### src/rtl/bfc_pkg.sv
package bfc_pkg;
  localparam int unsigned INSN_BYTES = 4;
  localparam int unsigned INSN_SHIFT = 2;
  localparam int unsigned N_RES      = 2;
  localparam int unsigned RES_ID     = 0;
  localparam int unsigned RES_EX     = 1;

  typedef enum logic [1:0] {
    PC_SEQ      = 2'd0,
    PC_HOLD     = 2'd1,
    PC_REDIRECT = 2'd2
  } pc_sel_e;
endpackage

### src/rtl/bfc_branch_eval.sv
module bfc_branch_eval #(
  parameter int unsigned XLEN  = 32,
  parameter int unsigned OFS_W = 12
) (
  input  logic [XLEN-1:0]  br_pc,
  input  logic [OFS_W-1:0] br_off,
  input  logic [XLEN-1:0]  opnd_a,
  input  logic [XLEN-1:0]  opnd_b,
  output logic             is_eq,
  output logic [XLEN-1:0]  target
);
  import bfc_pkg::*;
  localparam int unsigned EXT_W = XLEN - OFS_W;

  logic [XLEN-1:0] off_ext;

  always_comb begin
    off_ext = {{EXT_W{br_off[OFS_W-1]}}, br_off};
    target  = br_pc + (off_ext << INSN_SHIFT);
    is_eq   = (opnd_a == opnd_b);
  end
endmodule

### src/rtl/bfc_pc_reg.sv
module bfc_pc_reg #(
  parameter int unsigned        XLEN     = 32,
  parameter logic [XLEN-1:0]    RESET_PC = '0
) (
  input  logic            clk,
  input  logic            rst,
  input  bfc_pkg::pc_sel_e sel,
  input  logic [XLEN-1:0] target,
  output logic [XLEN-1:0] pc_q
);
  import bfc_pkg::*;
  localparam logic [XLEN-1:0] STEP = XLEN'(INSN_BYTES);

  always_ff @(posedge clk) begin
    if (rst) begin
      pc_q <= RESET_PC;
    end else begin
      unique case (sel)
        PC_REDIRECT: pc_q <= target;
        PC_HOLD:     pc_q <= pc_q;
        default:     pc_q <= pc_q + STEP;
      endcase
    end
  end
endmodule

### src/rtl/bfc_stage_ctl.sv
module bfc_stage_ctl #(
  parameter int unsigned XLEN  = 32,
  parameter int unsigned OFS_W = 12
) (
  input  logic             clk,
  input  logic             rst,
  input  logic             hazard_stall,
  input  logic             id_fire,
  input  logic             ex_fire,
  input  logic             id_is_branch,
  input  logic [XLEN-1:0]  id_pc,
  input  logic [OFS_W-1:0] id_off,
  input  logic [XLEN-1:0]  id_a,
  input  logic [XLEN-1:0]  id_b,
  output logic             ifid_vld,
  output logic             idex_vld,
  output logic             ex_br,
  output logic [XLEN-1:0]  ex_pc,
  output logic [OFS_W-1:0] ex_off,
  output logic [XLEN-1:0]  ex_a,
  output logic [XLEN-1:0]  ex_b
);
  logic redirect;
  logic hold_id;

  always_comb begin
    redirect = id_fire | ex_fire;
    hold_id  = hazard_stall & ~redirect;
  end

  always_ff @(posedge clk) begin
    if (rst) begin
      ifid_vld <= 1'b0;
      idex_vld <= 1'b0;
    end else begin
      if (redirect)          ifid_vld <= 1'b0;
      else if (!hold_id)     ifid_vld <= 1'b1;
      if (ex_fire || hold_id) idex_vld <= 1'b0;
      else                    idex_vld <= ifid_vld;
    end
  end

  always_ff @(posedge clk) begin
    ex_br  <= id_is_branch;
    ex_pc  <= id_pc;
    ex_off <= id_off;
    ex_a   <= id_a;
    ex_b   <= id_b;
  end


  stall_bubble_chk: assert property (@(posedge clk) disable iff (rst)
    (hazard_stall && !id_fire && !ex_fire) |=> !idex_vld);


  ex_squash_chk: assert property (@(posedge clk) disable iff (rst)
    ex_fire |=> (!idex_vld && !ifid_vld));


  id_squash_chk: assert property (@(posedge clk) disable iff (rst)
    id_fire |=> !ifid_vld);
endmodule

### src/rtl/bfc_flush_ctrl.sv
module bfc_flush_ctrl #(
  parameter int unsigned     XLEN     = 32,
  parameter int unsigned     OFS_W    = 12,
  parameter logic [XLEN-1:0] RESET_PC = '0
) (
  input  logic             clk,
  input  logic             rst,
  input  logic             resolve_in_id,
  input  logic             hazard_stall,
  input  logic             id_is_branch,
  input  logic [XLEN-1:0]  id_pc,
  input  logic [OFS_W-1:0] id_offset,
  input  logic [XLEN-1:0]  id_opnd_a,
  input  logic [XLEN-1:0]  id_opnd_b,
  output logic [XLEN-1:0]  fetch_pc,
  output logic             flush_ifid,
  output logic             flush_idex,
  output logic             id_valid,
  output logic             ex_valid
);
  import bfc_pkg::*;

  logic             ifid_vld, idex_vld, ex_br;
  logic [XLEN-1:0]  ex_pc, ex_a, ex_b;
  logic [OFS_W-1:0] ex_off;

  logic [XLEN-1:0]  ev_pc  [N_RES];
  logic [OFS_W-1:0] ev_off [N_RES];
  logic [XLEN-1:0]  ev_a   [N_RES];
  logic [XLEN-1:0]  ev_b   [N_RES];
  logic [XLEN-1:0]  ev_tgt [N_RES];
  logic             ev_eq  [N_RES];

  logic             id_fire, ex_fire, redirect;
  logic [XLEN-1:0]  redir_tgt;
  pc_sel_e          pc_sel;

  always_comb begin
    ev_pc[RES_ID]  = id_pc;
    ev_off[RES_ID] = id_offset;
    ev_a[RES_ID]   = id_opnd_a;
    ev_b[RES_ID]   = id_opnd_b;
    ev_pc[RES_EX]  = ex_pc;
    ev_off[RES_EX] = ex_off;
    ev_a[RES_EX]   = ex_a;
    ev_b[RES_EX]   = ex_b;
  end

  for (genvar s = 0; s < N_RES; s++) begin : g_eval
    bfc_branch_eval #(.XLEN(XLEN), .OFS_W(OFS_W)) i_eval (
      .br_pc (ev_pc[s]),
      .br_off(ev_off[s]),
      .opnd_a(ev_a[s]),
      .opnd_b(ev_b[s]),
      .is_eq (ev_eq[s]),
      .target(ev_tgt[s])
    );
  end

  always_comb begin
    id_fire   = resolve_in_id & ifid_vld & id_is_branch & ev_eq[RES_ID];
    ex_fire   = ~resolve_in_id & idex_vld & ex_br & ev_eq[RES_EX];
    redirect  = id_fire | ex_fire;
    redir_tgt = ex_fire ? ev_tgt[RES_EX] : ev_tgt[RES_ID];
    if (redirect)          pc_sel = PC_REDIRECT;
    else if (hazard_stall) pc_sel = PC_HOLD;
    else                   pc_sel = PC_SEQ;
  end

  bfc_stage_ctl #(.XLEN(XLEN), .OFS_W(OFS_W)) i_stage (
    .clk         (clk),
    .rst         (rst),
    .hazard_stall(hazard_stall),
    .id_fire     (id_fire),
    .ex_fire     (ex_fire),
    .id_is_branch(id_is_branch),
    .id_pc       (id_pc),
    .id_off      (id_offset),
    .id_a        (id_opnd_a),
    .id_b        (id_opnd_b),
    .ifid_vld    (ifid_vld),
    .idex_vld    (idex_vld),
    .ex_br       (ex_br),
    .ex_pc       (ex_pc),
    .ex_off      (ex_off),
    .ex_a        (ex_a),
    .ex_b        (ex_b)
  );

  bfc_pc_reg #(.XLEN(XLEN), .RESET_PC(RESET_PC)) i_pc (
    .clk   (clk),
    .rst   (rst),
    .sel   (pc_sel),
    .target(redir_tgt),
    .pc_q  (fetch_pc)
  );

  always_comb begin
    flush_ifid = redirect;
    flush_idex = ex_fire;
    id_valid   = ifid_vld;
    ex_valid   = idex_vld;
  end


  reset_state_chk: assert property (@(posedge clk)
    rst |=> (fetch_pc == RESET_PC && !id_valid && !ex_valid));


  seq_advance_chk: assert property (@(posedge clk) disable iff (rst)
    (!hazard_stall && !flush_ifid) |=> fetch_pc == $past(fetch_pc) + XLEN'(INSN_BYTES));


  stall_hold_chk: assert property (@(posedge clk) disable iff (rst)
    (hazard_stall && !flush_ifid) |=> ($stable(fetch_pc) && !ex_valid));


  ex_flush_pair_chk: assert property (@(posedge clk) disable iff (rst)
    flush_idex |-> flush_ifid);


  id_mode_single_chk: assert property (@(posedge clk) disable iff (rst)
    resolve_in_id |-> !flush_idex);


  ex_bubble_chk: assert property (@(posedge clk) disable iff (rst)
    flush_idex |=> !ex_valid);


  stall_override_chk: assert property (@(posedge clk) disable iff (rst)
    (flush_ifid && !flush_idex && hazard_stall) |=> ex_valid);
endmodule

### config.mk
export PLATFORM = sky130hd
export DESIGN_NAME = bfc_flush_ctrl
export DESIGN_NICKNAME = d
export VERILOG_FILES = /design/src/rtl/bfc_pkg.sv /design/src/rtl/bfc_branch_eval.sv /design/src/rtl/bfc_pc_reg.sv /design/src/rtl/bfc_stage_ctl.sv /design/src/rtl/bfc_flush_ctrl.sv
export SDC_FILE = /design/constraint.sdc
export NUM_CORES = 1
export LEC_CHECK = 0
export BUFFER_PORTS_ARGS = -buffer_cell sky130_fd_sc_hd__clkbuf_2
export CORE_UTILIZATION = 45
export DETAILED_ROUTE_END_ITERATION = 12
export GPL_TIMING_DRIVEN = 0
export PLACE_DENSITY_LB_ADDON = 0.3
export SLEW_MARGIN = 0
export SYNTH_ARGS = -nofsm -noshare
export SYNTH_HDL_FRONTEND = slang
export SYNTH_SLANG_ARGS = --single-unit
### constraint.sdc
create_clock -name clk -period 4.2 [get_ports clk]
set_clock_uncertainty 0.05 [all_clocks]
set_input_delay 0.21 -clock clk [delete_from_list [all_inputs] [get_ports clk]]
set_output_delay 0.21 -clock clk [all_outputs]
set_load 0.01 [all_outputs]
## Yosys cells after proc, flatten, opt, wreduce, memory -nomap -nowiden

Cells that the tools add are included.
W data, S select, Z words.

- Word-level logic and storage cells: 32
- Bits in read-only memories: 0
- Memories kept: 0
- Output and inout port bits: 36
- Register bits: 143
- Latch bits: 0
- Bits in writable memories: 0
- Input bits: 113

- Eq/ne operators: 4
- Magnitude comparators: 0
- Multipliers: 0
- Mux-type cells: 4
- Bitwise gates (word level): 10
- Reductions and logical operators: 3
- Add/sub/neg operators: 3
- Divide/modulo/power cells: 0
- Shift-type cells: 0

Operator list:

| kind | number |
|---|---|
| $add A32 B32 Y32 | 2 |
| $eq A32 B32 Y1 | 2 |
| $pmux W32 S2 | 1 |
| $add A32 B3 Y32 const B | 1 |
| $mux W32 | 1 |
| $and A1 B1 Y1 | 7 |
| $reduce_or A2 Y1 | 2 |
| $eq A2 B1 Y1 const B | 1 |
| $eq A2 B2 Y1 const B | 1 |
| $mux W2 | 1 |
| $not A1 Y1 | 2 |
| $logic_or A1 B1 Y1 | 1 |
| $mux W1 | 1 |
| $or A1 B1 Y1 | 1 |

## Longest topological paths before layout

Gate-level depths: netlist of the first run.

- Word-level depth: 9
- Mapped depth: 11
- Depth with buffers taken out: 11

## Modules after synthesis

From an unflattened synthesis of the first run, not the netlist that was laid out.

- Cell total of the unflattened synthesis: 964
- Area, all modules: 8982.4 µm²

Modules (own cells, without submodules):

| module | sequential area each (µm²) | area each (µm²) | cells an instance | instances |
|---|---|---|---|---|
| bfc_stage_ctl | 2222.1 | 2259.7 | 115 | 1 |
| bfc_branch_eval (g_eval[0].i_eval) | 0.0 | 2110.8 | 280 | 1 |
| bfc_branch_eval (g_eval[1].i_eval) | 0.0 | 2063.2 | 282 | 1 |
| bfc_pc_reg | 640.6 | 2005.7 | 246 | 1 |
| bfc_flush_ctrl | 0.0 | 543.0 | 41 | 1 |

## Worst setup path after synthesis of the first run

OpenSTA, ideal clock, no wires.

- Path kind: flip-flop to flip-flop
- Start: register i_stage.ex_off[11]
- End: register i_pc.pc_q[31]
- Slack: 1.299 ns
- Period minus slack after synthesis: 2.901 ns
- Stages on the path, launching flop included: 11
- Data arrival time: 2.756 ns
- Path buffers: 0
- Cell sequence: dfxtp_1 ha_1 a211oi_1 nand2_1 a211oi_1 o31ai_1 o21bai_1 a21oi_1 a221oi_1 mux2i_1 a221oi_1

- Cells in the longest elaborated chain, start to end: 3

RTL lines:

| element | RTL line | RTL |
|---|---|---|
| start: declaration | bfc_stage_ctl.sv:19 | `output logic [OFS_W-1:0] ex_off,` |
| start signal: assignment | bfc_stage_ctl.sv:46 | `ex_off <= id_off;` |
| $add A32 B32 Y32 | bfc_branch_eval.sv:19 | `target = br_pc + (off_ext << INSN_SHIFT);` |
| $mux W32 | bfc_flush_ctrl.sv:64 | `redir_tgt = ex_fire ? ev_tgt[RES_EX] : ev_tgt[RES_ID];` |
| $pmux W32 S2 | bfc_pc_reg.sv:18 | `unique case (sel)` |
| end signal: assignment | bfc_pc_reg.sv:19 | `PC_REDIRECT: pc_q <= target;` |
| end signal: assignment | bfc_pc_reg.sv:20 | `PC_HOLD: pc_q <= pc_q;` |
| end signal: assignment | bfc_pc_reg.sv:21 | `default: pc_q <= pc_q + STEP;` |
| end: declaration | bfc_pc_reg.sv:9 | `output logic [XLEN-1:0] pc_q` |

Every way passes these cells.
A chain may end at the register's enable or synchronous reset.

## Final worst setup path of the first run

Ends and elaborated chain as after synthesis.

==> results of run 1 <==
## logic make-up after synthesis
logic type	Yosys count	share of synthesized area, %
DFF	143	36.0
and+or+nand+nor	265	17.1
xor gates and xnor gates	139	15.3
muxes	12	1.51
adders and majority gates	61	9.79
buffers and inverters	29	1.72
AOI/OAI and AO/OA	232	18.6
## worst max path at each step
| stage | endpoint | slack [ps] | cells past startpoint |
|---|---|---|---|
| floorplan | i_pc.pc_q[31] | 1300 | 10 |
| global placement | i_pc.pc_q[31] | 610 | 11 |
| detailed placement | i_pc.pc_q[31] | 630 | 11 |
| CTS | i_pc.pc_q[29] | 580 | 12 |
| global route | i_pc.pc_q[31] | 220 | 10 |
| finish | i_pc.pc_q[31] | 500 | 11 |
## state kept, by name (all words and copies together), names as in the netlist
signal            count
i_stage.ex_off       12
i_stage.idex_vld      1
i_stage.ex_br         1
i_stage.ifid_vld      1
i_stage.ex_b         32
i_stage.ex_a         32
i_stage.ex_pc        32
i_pc.pc_q            32
## power breakdown
group / switching (mW) / internal [mW] / leakage [nW] / total (mW)
registers: 0.0326 / 1.42 / 1.19 / 1.45
clock network: 0.753 / 0.819 / 0.305 / 1.57
logic: 0.407 / 0.357 / 3.17 / 0.764
## metrics by stage
stage / std cells / setup slack, ps / power (mW) / utilization [%]
after floorplan: 881 / 1300 / 1.93 / -
after global placement: 1254 / 606 / 2.14 / 51.9
after detailed placement: 1254 / 628 / 2.14 / 51.9
after CTS: 1394 / 577 / 3.78 / 61.8
after global routing: 1394 / 216 / 3.94 / 61.8
final: 1395 / 502 / 3.78 / 61.8
## tightest hold or removal path: cells and delay by family
kind | cells | cell delay [ps]
compound gates | 1 | 160
buf+inv | 1 | 110
simple gates | 1 | 140
## cell type report
cell class / count / area (um^2)
tap: 225 / 282
antenna: 1 / 2.50
multi-input combinational: 709 / 4950
clock inverter: 15 / 209
buffer: 16 / 87.6
sequential: 143 / 2860
fill: 1508 / 6610
clock buffer: 17 / 425
inverter: 13 / 48.8
timing repair buffer: 256 / 1820
## layer usage
metal  up-vias  track usage (%)  wire length [um]
met5         -                0                 0
met4         0             9.30               455
met2       227             46.4             11600
met3        40             6.04              1440
met1      3486             32.2             10200
li1       3766                -                 -
## placed cells by master (no fill, tap or decap), types with 44 or more instances in the layout
master	n
xnor2_1	68
clkbuf_2	148
dfxtp_1	143
ha_1	59
a21oi_1	76
xor2_1	71
o21ai_0	44
nand2_1	64
nor2_1	66
dlygate4sd3_1	108
## what timing repair did
item                                    4_1_cts  5_1_grt
resized for setup                             0        0
hold endpoints to repair                    108        0
hold buffers                                108        0
endpoints found under the setup margin        0        0
==> flow_summary.yaml, run 1 <==
synth:
  synth.largest_area_cell: "dfxtp_1"
  syn_area_um2: 7950
  synth_edf_count: 0
  yosysMostFrequentCell: "dfxtp_1"
  yosys_warnings: 0
  synth.avg_cell_area_um2: 9.02
  yosys.area.top_type_share_pct: 36.0
  syn_nets: 1055
  ys_types: 62
  synthFlopType: "dfxtp_1"
  ys_async_sr_fraction_pct: 0
  synthCells: 881
  synth_area_leaders: "dfxtp_1 (36%), ha_1 (9.3%), xor2_1 (7.8%), xnor2_1 (7.5%), a21oi_1 (4.8%)"
  synth-seq-area-share_pct: 36.0
  synth_top_cells_by_count: "dfxtp_1 (143), a21oi_1 (76), xor2_1 (71), xnor2_1 (68), nor2_1 (66)"
  synth-seq-cells: 143
clocking:
  clk_latency_ps: 440
  clkTransAtPathRegs_ps: 70
  root_buffer: "clkbuf_16"
  cts_tree: "done"
  cts_setup_buffers: 0
  h-tree-depth: 4
  clk_path_buf_depth: 2
  cts.sinks: 143
  cts_made_buffers: 17
timing:
  rsz0062_at_grt: "false"
  fmax_mhz: 270
  timing.slew.headroom_pct: 16.8
  period_share_pct: 88.0
  slew_violations: 0
  tightest_slew_ps: 1240
  timing.hold.ws_ps: 183
  fin_tns_setup_ps: 0
  hold_viol: 0
  setup_viol: 0
  fin_crit_ps: 3700
drt:
  drt_iter0_drc: 402
  firstDrtPassIters: 5
  routed_wl_um: 23700
  vias: 7519
  drc_errors: 0
  postRouteAntennaNets: 0
  wl_per_cell_um: 17.0
  vias_per_cell: 5.39
critical_path:
  end_kind: "flop"
  critPathTopFamily: "compound AO/OA/AOI/OAI gates"
  critPathLaunch: "i_stage.ex_off[11]"
  reg2reg_slack_ps: 500
  max_stage_delay_ps: 820
  critPathKind: "reg2reg"
  crit_buf_inv: 1
  crit_arrival_ps: 3980
  cp_slowest_cell: "dfxtp_1"
  crit_required_ps: 4490
  critPathMaxFanout: 19
  startpoint_type: "flop"
  cpMostUsedCell: "a221oi_1"
  crit-reg2reg-launch: "i_stage.ex_off[11]"
  regToRegEndpoint: "i_pc.pc_q[31]"
  path_cells: "ha_1, clkbuf_1, nand4_1, nor2_1, nand2_1, o31ai_1, o21bai_1, a21oi_1, a221oi_1, mux2i_1, a221oi_1"
  ff2ff_path_depth: 11
run:
  cap_violations: 0
final_layout:
  area_growth_pct: 34.5
  nNetsFinal: 1330
  final_area_um2: 10700
  layout-drive-gt1-share_pct: 16.9
worst_hold_path:
  worstHoldStart: "rst"
  min_path_type: "in2reg"
  whs_path_depth: 3
  min_to: "i_pc.pc_q[30]"
global_route:
  grt_use_total_pct: 26.7
  grt_overflow_total: 0
  grt_pass1_vias: 7389
  grt_max_degree: 21
  antenna_found_initial: 0
  grt_pass1_wl_um: 37200
floorplan:
  die_y_um: 135
  core-area_um2: 17300
  io_pins: 149
  start_util_pct: 46.0
  die_area_um2: 18200
  die_w_um: 135
  rows: 48
status:
  status: "complete, no violations"
placement:
  placed_cell_area_um2: 8970
  io_buffers: 148
  dp_hpwl_um: 17100
  place.gp.congestion: 0.894
power:
  power_per_cell_area_nw_per_um2: 354
  leakagePower_nw: 4.66
  vdd_drop_max_mv: 0.285
Note: power is estimated with default switching activity, not from simulation.
==> inputs of run 2 (changes only) <==
--- a/config.mk
+++ b/config.mk
@@ -8,7 +8,6 @@
 export BUFFER_PORTS_ARGS = -buffer_cell sky130_fd_sc_hd__clkbuf_2
 export CORE_UTILIZATION = 45
 export DETAILED_ROUTE_END_ITERATION = 12
-export GPL_TIMING_DRIVEN = 0
 export PLACE_DENSITY_LB_ADDON = 0.3
 export SLEW_MARGIN = 0
 export SYNTH_ARGS = -nofsm -noshare
==> flow_summary.yaml, run 2 (synthesis results as in run 1) <==
status:
  status: "complete, no violations"
final_layout:
  fillers: 1488
  nNetsFinal: 1322
  final_cell_mix: "clkbuf_2 (148), dfxtp_1 (143), dlygate4sd3_1 (108)"
  area_growth_pct: 33.9
  final_common_cell: "clkbuf_2"
  layout-drive-gt1-share_pct: 17.2
floorplan:
  die_y_um: 135
  core-area_um2: 17300
  die_w_um: 135
  io_pins: 149
  rows: 48
  die_area_um2: 18200
  start_util_pct: 46.0
clocking:
  cts.sinks: 143
  cts_made_buffers: 17
  root_buffer: "clkbuf_16"
  h-tree-depth: 4
  cts_tree: "done"
  clk_latency_ps: 430
  clk_path_buf_depth: 2
  cts_resized: 0
  clkTransAtPathRegs_ps: 70
timing:
  setup_viol: 0
  timing.slew.headroom_pct: 48.1
  fin_crit_ps: 3420
  slew_violations: 0
  period_share_pct: 81.4
  rsz0062_at_grt: "false"
  hold_viol: 0
  tightest_slew_ps: 777
  fmax_mhz: 292
  fin_tns_setup_ps: 0
global_route:
  grt_pass1_vias: 7385
  antenna_found_initial: 1
  grt_use_total_pct: 26.8
  grt_overflow_total: 0
  grt_pass1_wl_um: 37400
  grt_max_degree: 32
placement:
  place.gp.congestion: 0.878
  io_buffers: 148
  dp_hpwl_um: 16800
power:
  vdd_drop_max_mv: 0.296
  leakagePower_nw: 4.66
  p_total_mw: 3.77
  power_per_cell_area_nw_per_um2: 354
critical_path:
  critPathMaxFanout: 4
  critPathKind: "in2reg"
  startpoint_type: "input port"
  ff2ff_path_depth: 11
  reg2reg_slack_ps: 990
  crit_required_ps: 4430
  regToRegEndpoint: "i_pc.pc_q[31]"
  end_kind: "flop"
  crit-reg2reg-launch: "i_stage.ex_off[11]"
  critPathLaunch: "id_pc[3]"
  crit_arrival_ps: 3650
drt:
  drt_iter0_drc: 391
  firstDrtPassIters: 7
  wl_per_cell_um: 17.2
  drc_errors: 0
  postRouteAntennaNets: 0
  routed_wl_um: 23900
  vias_per_cell: 5.38
  vias: 7468
run:
  cap_violations: 0
worst_hold_path:
  worstHoldStart: "id_offset[11]"
  whs_path_depth: 1
  min_path_type: "in2reg"
  min_to: "i_stage.ex_off[11]"
==> run 2: cell types whose count changed in the layout (fill, tap and decap cells not counted), sizes merged <==
cell,before,now
clkbuf,177,165
buf,4,8
clkinv,9,5
clkinvlp,0,2
bufinv,0,1
inv,19,20
==> run 2: metrics by stage <==
step	instance area [um^2]	std cells	utilization, %	worst slack [ps]	hold slack [ps]
after CTS	10600	1386	61.6	814	205
after detailed placement	8940	1246	51.7	883	283
after global placement	8940	1246	51.7	958	278
final	10600	1387	61.6	780	204
after global routing	10600	1387	61.6	442	222
after floorplan	7950	881	-	1300	188
==> run 2: worst max-delay path by stage <==
stage / endpoint / slack (ps) / cells after the start
floorplan: i_pc.pc_q[31] / 1300 / 10
global placement: i_pc.pc_q[29] / 960 / 10
detailed placement: i_pc.pc_q[29] / 880 / 11
CTS: i_pc.pc_q[29] / 810 / 12
global route: i_pc.pc_q[29] / 440 / 12
finish: i_pc.pc_q[29] / 780 / 12
==> run 2: final cells by class <==
type / count / area [um^2] / share of cell area [%]
Clock buffer: 17 / 425 / 3.99
Multi-Input combinational cell: 709 / 4950 / 46.5
Tap cell: 225 / 282 / 2.64
Timing Repair Buffer: 264 / 1880 / 17.7
Clock inverter: 15 / 195 / 1.83
Sequential cell: 143 / 2860 / 26.9
Inverter: 13 / 48.8 / 0.458
Antenna cell: 1 / 2.50 / 0.0235
==> run 2: routing by layer <==
layer | GRT usage [%] | share of wire, % | vias to the layer above
met3 | 4.62 | 5.7 | 64
met5 | 0 | 0 | -
met2 | 48.4 | 50 | 239
met4 | 10.7 | 3.1 | 0
met1 | 31.2 | 42 | 3428
li1 | - | - | 3737
==> run 2: timing repair <==
item | CTS | global route
setup buffers | 0 | 0
hold buffers | 108 | 0
hold endpoints to repair | 108 | 0
==> run 2: where the power goes <==
part | switching [mW] | internal (mW)
sequential | 0.0318 | 1.42
combinational | 0.407 | 0.357
clock | 0.704 | 0.858
total | 1.14 | 2.63
==> run 2: critical path, cell delays in order <==
cell and delay, ps:
dlygate4sd3_1 530, clkbuf_2 140, ha_1 320, a211oi_1 320, nor2_1 150, o311ai_1 350, a31oi_1 260, a311oi_2 480
a22o_1 260, or4b_1 440, o21ai_0 90, a221oi_1 90
==> inputs of run 3 (changes only) <==
==> constraint.sdc (replaced) <==
create_clock -name clk -period 3 [get_ports clk]
set_clock_uncertainty 0.05 [all_clocks]
set_input_delay 0.15 -clock clk [delete_from_list [all_inputs] [get_ports clk]]
set_output_delay 0.15 -clock clk [all_outputs]
set_load 0.01 [all_outputs]
==> flow_summary.yaml, run 3 (synthesis results as in run 1) <==
worst_hold_path:
  worstHoldStart: "id_offset[11]"
  min_path_type: "in2reg"
  whs_path_depth: 2
  min_to: "i_stage.ex_off[11]"
floorplan:
  core-area_um2: 17300
  die_w_um: 135
  die_area_um2: 18200
  rows: 48
  start_util_pct: 46.0
  io_pins: 149
  die_y_um: 135
drt:
  wl_per_cell_um: 16.5
  postRouteAntennaNets: 0
  drt_iter0_drc: 400
  drc_errors: 0
  routed_wl_um: 23500
  vias: 7571
  vias_per_cell: 5.32
  firstDrtPassIters: 5
critical_path:
  crit-reg2reg-launch: "i_stage.ex_pc[2]"
  crit_required_ps: 3230
  ff2ff_path_depth: 11
  regToRegEndpoint: "i_pc.pc_q[20]"
  startpoint_type: "input port"
  critPathKind: "in2reg"
  critPathMaxFanout: 5
  reg2reg_slack_ps: 140
  end_kind: "flop"
  critPathLaunch: "id_pc[17]"
  crit_arrival_ps: 3140
run:
  cap_violations: 0
timing:
  fin_crit_ps: 2910
  timing.hold.ws_ps: 162
  period_share_pct: 97.0
  fmax_mhz: 344
  setup_viol: 0
  tightest_slew_ps: 777
  layout_setup_ws_ps: 90.4
  hold_viol: 0
  timing.slew.headroom_pct: 48.1
  rsz0062_at_grt: "true"
  slew_violations: 0
global_route:
  grt_overflow_total: 0
  grt_pass1_wl_um: 37000
  antenna_found_initial: 2
  grt_max_degree: 32
  grt_use_total_pct: 26.2
  grt_pass1_vias: 7612
clocking:
  cts.sinks: 143
  clk_path_buf_depth: 2
  cts_tree: "done"
  clkTransAtPathRegs_ps: 70
  root_buffer: "clkbuf_16"
  cts_made_buffers: 17
  clk_latency_ps: 430
  h-tree-depth: 4
final_layout:
  final_common_cell: "clkbuf_2"
  layout-drive-gt1-share_pct: 20.1
  multi_input_area_um2: 4970
  final_cell_mix: "clkbuf_2 (148), dfxtp_1 (143), dlygate4sd3_1 (108)"
  nNetsFinal: 1358
  fillers: 1469
  regArea_um2: 2860
  area_growth_pct: 37.5
placement:
  dp_hpwl_um: 16900
  pre_cts_ws_ps: -44.0
  place.gp.congestion: 0.873
  io_buffers: 148
power:
  power_per_cell_area_nw_per_um2: 486
  p_total_mw: 5.32
  leakagePower_nw: 4.83
  vdd_drop_max_mv: 0.426
status:
  status: "complete, no violations"
==> run 3: cell count changes in the layout (fill, tap and decap cells not counted), sizes merged <==
cell      change
buf          +36
inv           +3
clkinv        -1
diode         +1
clkinvlp      -2
==> run 3: area by class of cell <==
| class | count | area share (%) |
|---|---|---|
| Antenna cell | 2 | 0.0458 |
| Clock buffer | 17 | 3.89 |
| Clock inverter | 15 | 1.55 |
| Inverter | 13 | 0.447 |
| Multi-Input combinational cell | 709 | 45.5 |
| Sequential cell | 143 | 26.2 |
| Tap cell | 225 | 2.58 |
| Timing Repair Buffer | 300 | 19.8 |
==> run 3: per-layer routing <==
metal / routed length [um] / share of wire [%] / vias up / GRT usage (%)
met5: 0 / 0 / - / 0
met4: 722 / 3.1 / 0 / 10.5
met3: 1330 / 5.6 / 49 / 6.12
met2: 11200 / 48 / 222 / 45.0
met1: 10300 / 44 / 3487 / 31.5
li1: - / - / 3813 / -
==> run 3: power breakdown <==
group	internal (mW)	switching (mW)
combinational	0.553	0.576
clock	1.19	0.969
sequential	1.98	0.0450
==> run 3: worst max-delay path, cell delays in order <==
cell and delay, ps:
dlygate4sd3_1 530, clkbuf_2 110, ha_1 350, a21oi_1 250
o21ai_0 140, a2111oi_0 470, buf_4 200, nor2_1 40
a21oi_1 220, o21ai_0 150, xnor2_1 310, a22o_1 180
a211oi_1 50
==> run 3: repair_timing <==
item                                   4_1_cts  5_1_grt
setup buffers                                0        1
endpoints found under the hold margin      108        0
setup endpoints to repair                    0        5
hold buffers                               108        0
gates resized for setup                      0        8
==> run 3: per-stage QoR <==
stage	TNS [ps]	area (um^2)	utilization [%]	instances
5_1_grt	-89.8	10900	63.2	1424
3_3_place_gp	-13.5	9220	53.3	1281
6_report	0	10900	63.2	1424
2_1_floorplan	0	7950	-	881
4_1_cts	0	10900	63.0	1421
3_5_place_dp	-44.0	9220	53.3	1281
==> run 3: how the worst max path moves through the flow <==
stage / to / cells after the start
global placement: i_pc.pc_q[29] / 12
finish: i_pc.pc_q[26] / 13
CTS: i_pc.pc_q[29] / 13
floorplan: i_pc.pc_q[31] / 10
detailed placement: i_pc.pc_q[29] / 12
global route: i_pc.pc_q[29] / 12
